===== src/rtl/xlat_pkg.sv =====
// Package xlat_pkg
// Shared definitions for the translation cache: the permission vector
// layout (bit 0 read, bit 1 write, bit 2 execute) and the access check.
package xlat_pkg;

    localparam int PERM_W  = 3;
    localparam int P_READ  = 0;
    localparam int P_WRITE = 1;
    localparam int P_EXEC  = 2;

    typedef logic [PERM_W-1:0] perm_t;

    // True when the request asks for any right the entry does not grant.
    function automatic logic perm_denied(perm_t want, perm_t have);
        return |(want & ~have);
    endfunction

endpackage


===== src/rtl/xlat_match.sv =====
// Module xlat_match
// Compares one key (page number and process tag) against every entry in
// parallel and returns a per-entry match vector. Only valid entries match.
// Assumes entries never hold duplicate keys, so at most one bit is set.
module xlat_match #(
    parameter int N     = 8,
    parameter int VPN_W = 20,
    parameter int TAG_W = 8
) (
    input  logic [VPN_W-1:0]          key_vpn,
    input  logic [TAG_W-1:0]          key_tag,
    input  logic [N-1:0]              ent_valid,
    input  logic [N-1:0][VPN_W-1:0]   ent_vpn,
    input  logic [N-1:0][TAG_W-1:0]   ent_tag,
    output logic [N-1:0]              match_vec
);

    for (genvar i = 0; i < N; i++) begin : g_cmp
        // Per-entry comparator: valid, page and tag must all agree.
        always_comb begin
            match_vec[i] = ent_valid[i]
                         && (ent_vpn[i] == key_vpn)
                         && (ent_tag[i] == key_tag);
        end
    end

endmodule


===== src/rtl/xlat_store.sv =====
// Module xlat_store
// Register file of translation entries. One write port installs a full
// entry; a kill mask clears valid bits. The kill mask and the write are
// never both active: the top gives kill requests priority.
module xlat_store #(
    parameter int N     = 8,
    parameter int VPN_W = 20,
    parameter int PFN_W = 20,
    parameter int TAG_W = 8,
    localparam int IDX_W = (N > 1) ? $clog2(N) : 1
) (
    input  logic                      clk,
    input  logic                      rst_n,
    input  logic                      wr_en,
    input  logic [IDX_W-1:0]          wr_idx,
    input  logic [VPN_W-1:0]          wr_vpn,
    input  logic [TAG_W-1:0]          wr_tag,
    input  logic [PFN_W-1:0]          wr_pfn,
    input  xlat_pkg::perm_t           wr_perm,
    input  logic [N-1:0]              kill_mask,
    output logic [N-1:0]              valid_q,
    output logic [N-1:0][VPN_W-1:0]   vpn_q,
    output logic [N-1:0][TAG_W-1:0]   tag_q,
    output logic [N-1:0][PFN_W-1:0]   pfn_q,
    output xlat_pkg::perm_t [N-1:0]   perm_q
);

    for (genvar i = 0; i < N; i++) begin : g_ent
        logic sel;
        // Decode whether this entry is the write target.
        always_comb sel = wr_en && (wr_idx == IDX_W'(i));

        // Valid bit: cleared by reset or kill, set by a write.
        always_ff @(posedge clk) begin
            if (!rst_n)            valid_q[i] <= 1'b0;
            else if (kill_mask[i]) valid_q[i] <= 1'b0;
            else if (sel)          valid_q[i] <= 1'b1;
        end

        // Payload fields: loaded on a write, otherwise held.
        always_ff @(posedge clk) begin
            if (!rst_n) begin
                vpn_q[i]  <= '0;
                tag_q[i]  <= '0;
                pfn_q[i]  <= '0;
                perm_q[i] <= '0;
            end else if (sel) begin
                vpn_q[i]  <= wr_vpn;
                tag_q[i]  <= wr_tag;
                pfn_q[i]  <= wr_pfn;
                perm_q[i] <= wr_perm;
            end
        end
    end

endmodule


===== src/rtl/xlat_recency.sv =====
// Module xlat_recency
// True LRU ranking: each entry holds an age, 0 = most recent and N-1 =
// least recent. The ages form a permutation from reset on. A touch sets
// the chosen entry to 0 and ages every younger entry by one.
module xlat_recency #(
    parameter int N = 8,
    localparam int IDX_W = (N > 1) ? $clog2(N) : 1
) (
    input  logic                    clk,
    input  logic                    rst_n,
    input  logic                    touch_en,
    input  logic [IDX_W-1:0]        touch_idx,
    output logic [N-1:0][IDX_W-1:0] age_q,
    output logic [IDX_W-1:0]        lru_idx
);

    logic [IDX_W-1:0] touch_age;

    // Age of the entry being touched, the pivot for the update.
    always_comb touch_age = age_q[touch_idx];

    for (genvar i = 0; i < N; i++) begin : g_age
        // Per-entry age update on a touch.
        always_ff @(posedge clk) begin
            if (!rst_n) begin
                age_q[i] <= IDX_W'(i);
            end else if (touch_en) begin
                if (touch_idx == IDX_W'(i))  age_q[i] <= '0;
                else if (age_q[i] < touch_age) age_q[i] <= age_q[i] + 1'b1;
            end
        end
    end

    // Locate the entry holding the oldest age.
    always_comb begin
        lru_idx = '0;
        for (int i = 0; i < N; i++) begin
            if (age_q[i] == IDX_W'(N - 1)) lru_idx = IDX_W'(i);
        end
    end

endmodule


===== src/rtl/xlat_sat_ctr.sv =====
// Module xlat_sat_ctr
// Event counter that increments on inc and stops at its all-ones value.
module xlat_sat_ctr #(
    parameter int W = 16
) (
    input  logic         clk,
    input  logic         rst_n,
    input  logic         inc,
    output logic [W-1:0] count
);

    // Count up until saturated.
    always_ff @(posedge clk) begin
        if (!rst_n)                   count <= '0;
        else if (inc && (count != '1)) count <= count + 1'b1;
    end

endmodule


===== src/rtl/xlat_cache.sv =====
// Module xlat_cache
// Fully associative translation cache with true LRU replacement,
// per-entry process tags and read/write/execute checks. The lookup
// result is combinational; fills, invalidates, flushes, recency and
// counters update on the rising edge. Assumes the walker never fills a
// key that is already present.
module xlat_cache #(
    parameter int N     = 8,
    parameter int VPN_W = 20,
    parameter int PFN_W = 20,
    parameter int TAG_W = 8,
    parameter int OFF_W = 12,
    parameter int CNT_W = 16,
    localparam int IDX_W = (N > 1) ? $clog2(N) : 1,
    localparam int PA_W  = PFN_W + OFF_W
) (
    input  logic                  clk,
    input  logic                  rst_n,
    input  logic                  lk_valid,
    input  logic [VPN_W-1:0]      lk_vpn,
    input  logic [OFF_W-1:0]      lk_off,
    input  logic [TAG_W-1:0]      lk_tag,
    input  logic [2:0]            lk_acc,
    output logic                  lk_hit,
    output logic                  lk_miss,
    output logic                  lk_fault,
    output logic [PA_W-1:0]       lk_paddr,
    input  logic                  fill_en,
    input  logic [VPN_W-1:0]      fill_vpn,
    input  logic [TAG_W-1:0]      fill_tag,
    input  logic [PFN_W-1:0]      fill_pfn,
    input  logic [2:0]            fill_perm,
    input  logic                  inv_en,
    input  logic [VPN_W-1:0]      inv_vpn,
    input  logic [TAG_W-1:0]      inv_tag,
    input  logic                  flush_en,
    output logic [CNT_W-1:0]      hit_count,
    output logic [CNT_W-1:0]      miss_count
);

    import xlat_pkg::*;

    logic [N-1:0]              valid_q;
    logic [N-1:0][VPN_W-1:0]   vpn_q;
    logic [N-1:0][TAG_W-1:0]   tag_q;
    logic [N-1:0][PFN_W-1:0]   pfn_q;
    perm_t [N-1:0]             perm_q;
    logic [N-1:0][IDX_W-1:0]   age_q;
    logic [N-1:0]              lk_match;
    logic [N-1:0]              inv_match;
    logic [N-1:0]              kill_mask;
    logic [IDX_W-1:0]          hit_idx;
    logic [IDX_W-1:0]          lru_idx;
    logic [IDX_W-1:0]          free_idx;
    logic [IDX_W-1:0]          victim_idx;
    logic                      have_free;
    logic                      any_match;
    logic                      denied;
    logic                      fill_go;
    logic                      touch_en;
    logic [IDX_W-1:0]          touch_idx;

    xlat_store #(.N(N), .VPN_W(VPN_W), .PFN_W(PFN_W), .TAG_W(TAG_W)) u_store (
        .clk(clk), .rst_n(rst_n),
        .wr_en(fill_go), .wr_idx(victim_idx),
        .wr_vpn(fill_vpn), .wr_tag(fill_tag), .wr_pfn(fill_pfn), .wr_perm(fill_perm),
        .kill_mask(kill_mask),
        .valid_q(valid_q), .vpn_q(vpn_q), .tag_q(tag_q), .pfn_q(pfn_q), .perm_q(perm_q)
    );

    xlat_match #(.N(N), .VPN_W(VPN_W), .TAG_W(TAG_W)) u_lk_cmp (
        .key_vpn(lk_vpn), .key_tag(lk_tag),
        .ent_valid(valid_q), .ent_vpn(vpn_q), .ent_tag(tag_q),
        .match_vec(lk_match)
    );

    xlat_match #(.N(N), .VPN_W(VPN_W), .TAG_W(TAG_W)) u_inv_cmp (
        .key_vpn(inv_vpn), .key_tag(inv_tag),
        .ent_valid(valid_q), .ent_vpn(vpn_q), .ent_tag(tag_q),
        .match_vec(inv_match)
    );

    xlat_recency #(.N(N)) u_rank (
        .clk(clk), .rst_n(rst_n),
        .touch_en(touch_en), .touch_idx(touch_idx),
        .age_q(age_q), .lru_idx(lru_idx)
    );

    // Encode the one-hot lookup match into an index.
    always_comb begin
        hit_idx = '0;
        for (int i = 0; i < N; i++) begin
            if (lk_match[i]) hit_idx = IDX_W'(i);
        end
    end

    // Lookup outcome: permission check and the three exclusive results.
    always_comb begin
        any_match = |lk_match;
        denied    = perm_denied(lk_acc, perm_q[hit_idx]);
        lk_hit    = lk_valid && any_match && !denied;
        lk_fault  = lk_valid && any_match && denied;
        lk_miss   = lk_valid && !any_match;
        lk_paddr  = lk_hit ? {pfn_q[hit_idx], lk_off} : '0;
    end

    // Lowest-numbered invalid entry, scanned downwards so index 0 wins.
    always_comb begin
        have_free = 1'b0;
        free_idx  = '0;
        for (int i = N - 1; i >= 0; i--) begin
            if (!valid_q[i]) begin
                have_free = 1'b1;
                free_idx  = IDX_W'(i);
            end
        end
        victim_idx = have_free ? free_idx : lru_idx;
    end

    // Request arbitration: kills beat fills; any update beats a recency touch.
    always_comb begin
        if (flush_en)    kill_mask = '1;
        else if (inv_en) kill_mask = inv_match;
        else             kill_mask = '0;
        fill_go   = fill_en && !flush_en && !inv_en;
        touch_en  = fill_go
                  || (lk_valid && any_match && !fill_en && !inv_en && !flush_en);
        touch_idx = fill_go ? victim_idx : hit_idx;
    end

    xlat_sat_ctr #(.W(CNT_W)) u_hit_ctr (
        .clk(clk), .rst_n(rst_n), .inc(lk_hit), .count(hit_count)
    );

    xlat_sat_ctr #(.W(CNT_W)) u_miss_ctr (
        .clk(clk), .rst_n(rst_n), .inc(lk_miss), .count(miss_count)
    );

endmodule


===== config.mk =====
export PLATFORM = sky130hd
export DESIGN_NAME = xlat_cache
export DESIGN_NICKNAME = d
export VERILOG_FILES = /design/src/rtl/xlat_pkg.sv /design/src/rtl/xlat_match.sv /design/src/rtl/xlat_store.sv /design/src/rtl/xlat_recency.sv /design/src/rtl/xlat_sat_ctr.sv /design/src/rtl/xlat_cache.sv
export SDC_FILE = /design/constraint.sdc
export NUM_CORES = 2
export LEC_CHECK = 0
export BUFFER_PORTS_ARGS = -buffer_cell sky130_fd_sc_hd__buf_2
export CORE_MARGIN = 3
export CORE_UTILIZATION = 50
export DETAILED_ROUTE_END_ITERATION = 10
export GPL_TIMING_DRIVEN = 1
export PLACE_DENSITY = 0.81
export SYNTH_ARGS = -nofsm -noshare
export SYNTH_HDL_FRONTEND = slang
export SYNTH_HIERARCHICAL = 1
export SYNTH_SLANG_ARGS = --single-unit

===== constraint.sdc =====
create_clock -name clk -period 5 [get_ports clk]
set_input_delay 0.5 -clock clk [delete_from_list [all_inputs] [get_ports clk]]
set_output_delay 0.5 -clock clk [all_outputs]
set_load 0.01 [all_outputs]

==> flow_metrics.py <==
metrics = {
    "logic_synthesis": {
        "ys.flop_type": "dfxtp_1",
        "avgSynthCellArea_um2": 9.30,
        "ys_ff_latch": 472,
        "synth_area_um2": 25800,
        "synthDistinctLibCells": 76,
        "netlist_instances": 2772,
        "async_reset_ff_share_pct": 0,
        "syn_nets": 2933,
        "yosys_warnings": 6,
        "yosysSeqAreaShare_pct": 36.7,
        "synth_edf_count": 0,
    },
    "die": {
        "core_um2": 50600,
        "initial_utilization_pct": 51.0,
        "die_w_um": 233,
        "core.rowCount": 82,
        "pin_count": 195,
        "die-area_um2": 54300,
        "die_h_um": 233,
    },
    "layout": {
        "seqCellArea_um2": 9450,
        "areaGrowthSynthToFinish_pct": 13.3,
        "multiInputGateArea_um2": 15200,
        "fill_cells": 4198,
        "instances_no_fill": 3643,
        "fin_nets": 3089,
        "drive_gt1_share_pct": 15.1,
    },
    "clock_network": {
        "clkTransAtPathRegs_ns": 0.06,
        "cts_htree_levels": 2,
        "cts_sinks": 472,
        "hold_buffers": 0,
        "root_buffer": "clkbuf_16",
        "clock_latency_ns": 0.62,
        "cts_buffer_depth": 3,
        "cts_tree": "yes",
        "numCtsBuffers": 51,
    },
    "hold_path": {
        "hold_depth": 3,
        "hold_class": "input port to register",
        "min_to": "u_store/pfn_q[45]",
        "hp-start": "fill_pfn[5]",
    },
    "worst_setup_path": {
        "cp_slowest_cell": "o31ai_4",
        "path_common_cell": "buf_4",
        "crit_chain": "xor2_1 -> nor4_1 -> buf_4 -> nand3_1 -> nor4_4 -> and2b_1 -> buf_4 -> o31ai_4 -> mux2_1 -> o21ai_0 -> a31oi_1 -> o2111ai_2 -> inv_4 -> buf_12 -> and2_1 -> buf_2",
        "crit_arrival_ns": 4.30,
        "critPathKind": "register to primary output",
        "endpoint_kind": "primary output",
        "worstReg2RegStart": "u_store/vpn_q[72]",
        "regToRegEndpoint": "u_rank/age_q[19]",
        "cp-start-kind": "register",
        "cpPeakStageDelay_ns": 0.37,
        "reg2reg_depth": 17,
        "r2r_setup_slack_ns": 0.35,
        "cp.required_ns": 4.50,
        "crit_fanout": 13,
    },
    "timing": {
        "max_freq_mhz": 208,
        "post-route-period-util_pct": 96.0,
        "min_period_ns": 4.80,
        "clock_skew_ns": 0.0327,
        "drv_slew": 0,
        "setup_viol": 0,
        "finalHoldViolations": 0,
        "worst_pin_slew_ns": 1.22,
        "setup-tns-final_ns": 0,
        "max-slew-margin-rel_pct": 17.8,
    },
    "placement": {
        "globalplace.congestion": 1.03,
        "io_buffer_count": 194,
        "dp_hpwl_um": 54900,
        "dp.cells": 3544,
    },
    "power": {
        "power_frac_seq_pct": 45.0,
        "power_leakage_uw": 0.0138,
        "sw_frac_of_total_pct": 25.1,
        "p_per_area_nw_per_um2": 289,
        "pwr-share-clk_pct": 47.4,
        "switching_power_uw": 2120,
        "p_int_uw": 6320,
        "p_comb_share_pct": 7.6,
        "max-vdd-ir-drop_uv": 270,
    },
    "run_status": {
        "status": "finished clean",
    },
    "detailed_routing": {
        "route.top_layer_used": "met5",
        "detail-route-antenna-nets": 0,
        "met2_length_um": 34400,
        "drcViolationCount": 0,
        "firstDrtPassIters": 6,
        "drtIter0Drc": 2677,
        "met3_length_um": 8620,
        "wl_met1_um": 32900,
        "viasPerCell": 6.01,
        "via_count": 21900,
        "drt-total-wl_um": 80300,
        "wl_per_cell_um": 22.0,
    },
    "global_routing": {
        "grt_max_degree": 127,
        "grt_pass1_vias": 20500,
        "grt_pass1_wl_um": 121000,
        "grt.overflow.total": 0,
        "grtUsageTotal_pct": 28.5,
        "grt_antenna_before_repair": 13,
    },
    "flow_run": {
        "maxCapViolCount": 0,
    },
}
-- critical path, delay by kind of cell, from the launching register on --
kind / cells / cell delay, ns
XOR/XNOR: 1 / 0.17
multiplexers: 1 / 0.36
flip-flops: 1 / 0.34
AND/OR/NAND/NOR: 5 / 1.10
AO/OA/AOI/OAI: 4 / 0.94
buffers and inverters: 5 / 0.77
-- routing by layer --
layer	track usage (%)	up-vias
met5	0	-
met4	13.7	22
met3	7.04	269
met2	43.6	1196
met1	37.7	10500
li1	-	9921
-- stage by stage --
step           area [µm²]  setup slack, ns  power, µW  util (%)  hold WS (ns)
2_1_floorplan       25800           0.0418       4280         -         0.432
3_3_place_gp        27400            0.253       4480      54.1         0.441
3_5_place_dp        27400           0.0464       4490      54.1         0.444
4_1_cts             29100           0.0591       8440      57.6         0.307
5_1_grt             29200          -0.0164       8630      57.7         0.337
6_report            29200            0.200       8430      57.7         0.326
-- sequential cells by signal (all words and copies together), names as in the netlist --
register,flops
u_store/pfn_q,160
u_store/vpn_q,160
u_store/tag_q,64
u_rank/age_q,24
u_store/perm_q,24
u_hit_ctr/count,16
u_miss_ctr/count,16
u_store/valid_q,8
-- power by group through the flow --
| stage | Sequential [µW] | Clock (µW) | Combinational [µW] |
|---|---|---|---|
| floorplan | 3870 | 0 | 408 |
| global placement | 3880 | 0 | 605 |
| detailed placement | 3880 | 0 | 612 |
| CTS | 3790 | 4030 | 618 |
| global route | 3790 | 4170 | 666 |
| finish | 3790 | 4000 | 644 |
-- cell usage after synthesis, drive strengths merged (23+ instances only) --
master  number  area share (%)
ha          33             1.6
nor2        71             1.0
o21ai       47            0.91
dfxtp      472              37
xnor2      146             5.0
nand2      510             7.4
nor4        89             2.6
clkbuf      83             1.2
nand3       38            0.74
nand4       58             1.5
mux2i      445              17
inv         26            0.38
xor2       306              10
a21oi       39            0.77
nor3        23            0.45
buf        120             3.4
-- cell usage in the layout (no fill, tap or decap), types with 5 or more instances in the layout --
cell / count
nand2_1: 510
dfxtp_1: 472
mux2i_1: 445
xor2_1: 304
buf_2: 193
xnor2_1: 146
buf_4: 107
nor2_1: 71
nor4_1: 68
nand4_1: 56
clkbuf_16: 51
o21ai_0: 45
a21oi_1: 38
nand3_1: 38
ha_1: 33
inv_1: 25
nor3_1: 23
and3_1: 22
a22oi_1: 21
a221oi_1: 20
a311oi_1: 20
nor4_2: 17
clkbuf_8: 16
and2_1: 14
nand2b_1: 13
o31ai_1: 12
a21o_1: 12
o211ai_1: 11
clkinv_2: 10
or4_1: 10
nand3b_1: 8
and4_1: 6
or3_1: 6
o21a_1: 5
nand4b_1: 5
-- logic make-up (layout without fill, tap and decap cells) --
| logic type | count (synthesis) | in the layout | synth area share (%) |
|---|---|---|---|
| other | 0 | 2 | 0 |
| AOI/OAI and AO/OA | 231 | 231 | 6.49 |
| xor gates and xnor gates | 452 | 452 | 15.4 |
| and+or+nand+nor | 900 | 900 | 16.9 |
| muxes | 455 | 455 | 17.9 |
| buffers and inverters | 229 | 426 | 4.99 |
| DFF | 472 | 472 | 36.7 |
| adders and majority gates | 33 | 33 | 1.60 |
-- layout make-up --
class,instances,area share [%]
tap,672,2.88
clock buffer,71,5.18
inverter,26,0.343
antenna,2,0.0171
timing repair buffer,306,6.38
sequential,472,32.4
multi-input combinational,2071,51.9
clock inverter,23,0.917
-- what timing repair did --
item	in CTS	in global routing
setup buffers	0	3
endpoints found under the setup margin	0	33
resized for setup	0	8
-- worst max-delay path by stage --
stage | startpoint | to | slack, ns
after CTS | u_store/tag_q[16] | lk_paddr[6] | 0.06
after global routing | u_store/vpn_q[121] | lk_paddr[5] | -0.02
after detailed placement | lk_vpn[12] | u_rank/age_q[19] | 0.05
after floorplan | lk_vpn[11] | u_rank/age_q[22] | 0.04
final | u_store/vpn_q[45] | lk_paddr[11] | 0.20
after global placement | lk_vpn[12] | u_rank/age_q[22] | 0.25
Note: power is estimated with default switching activity, not from simulation.
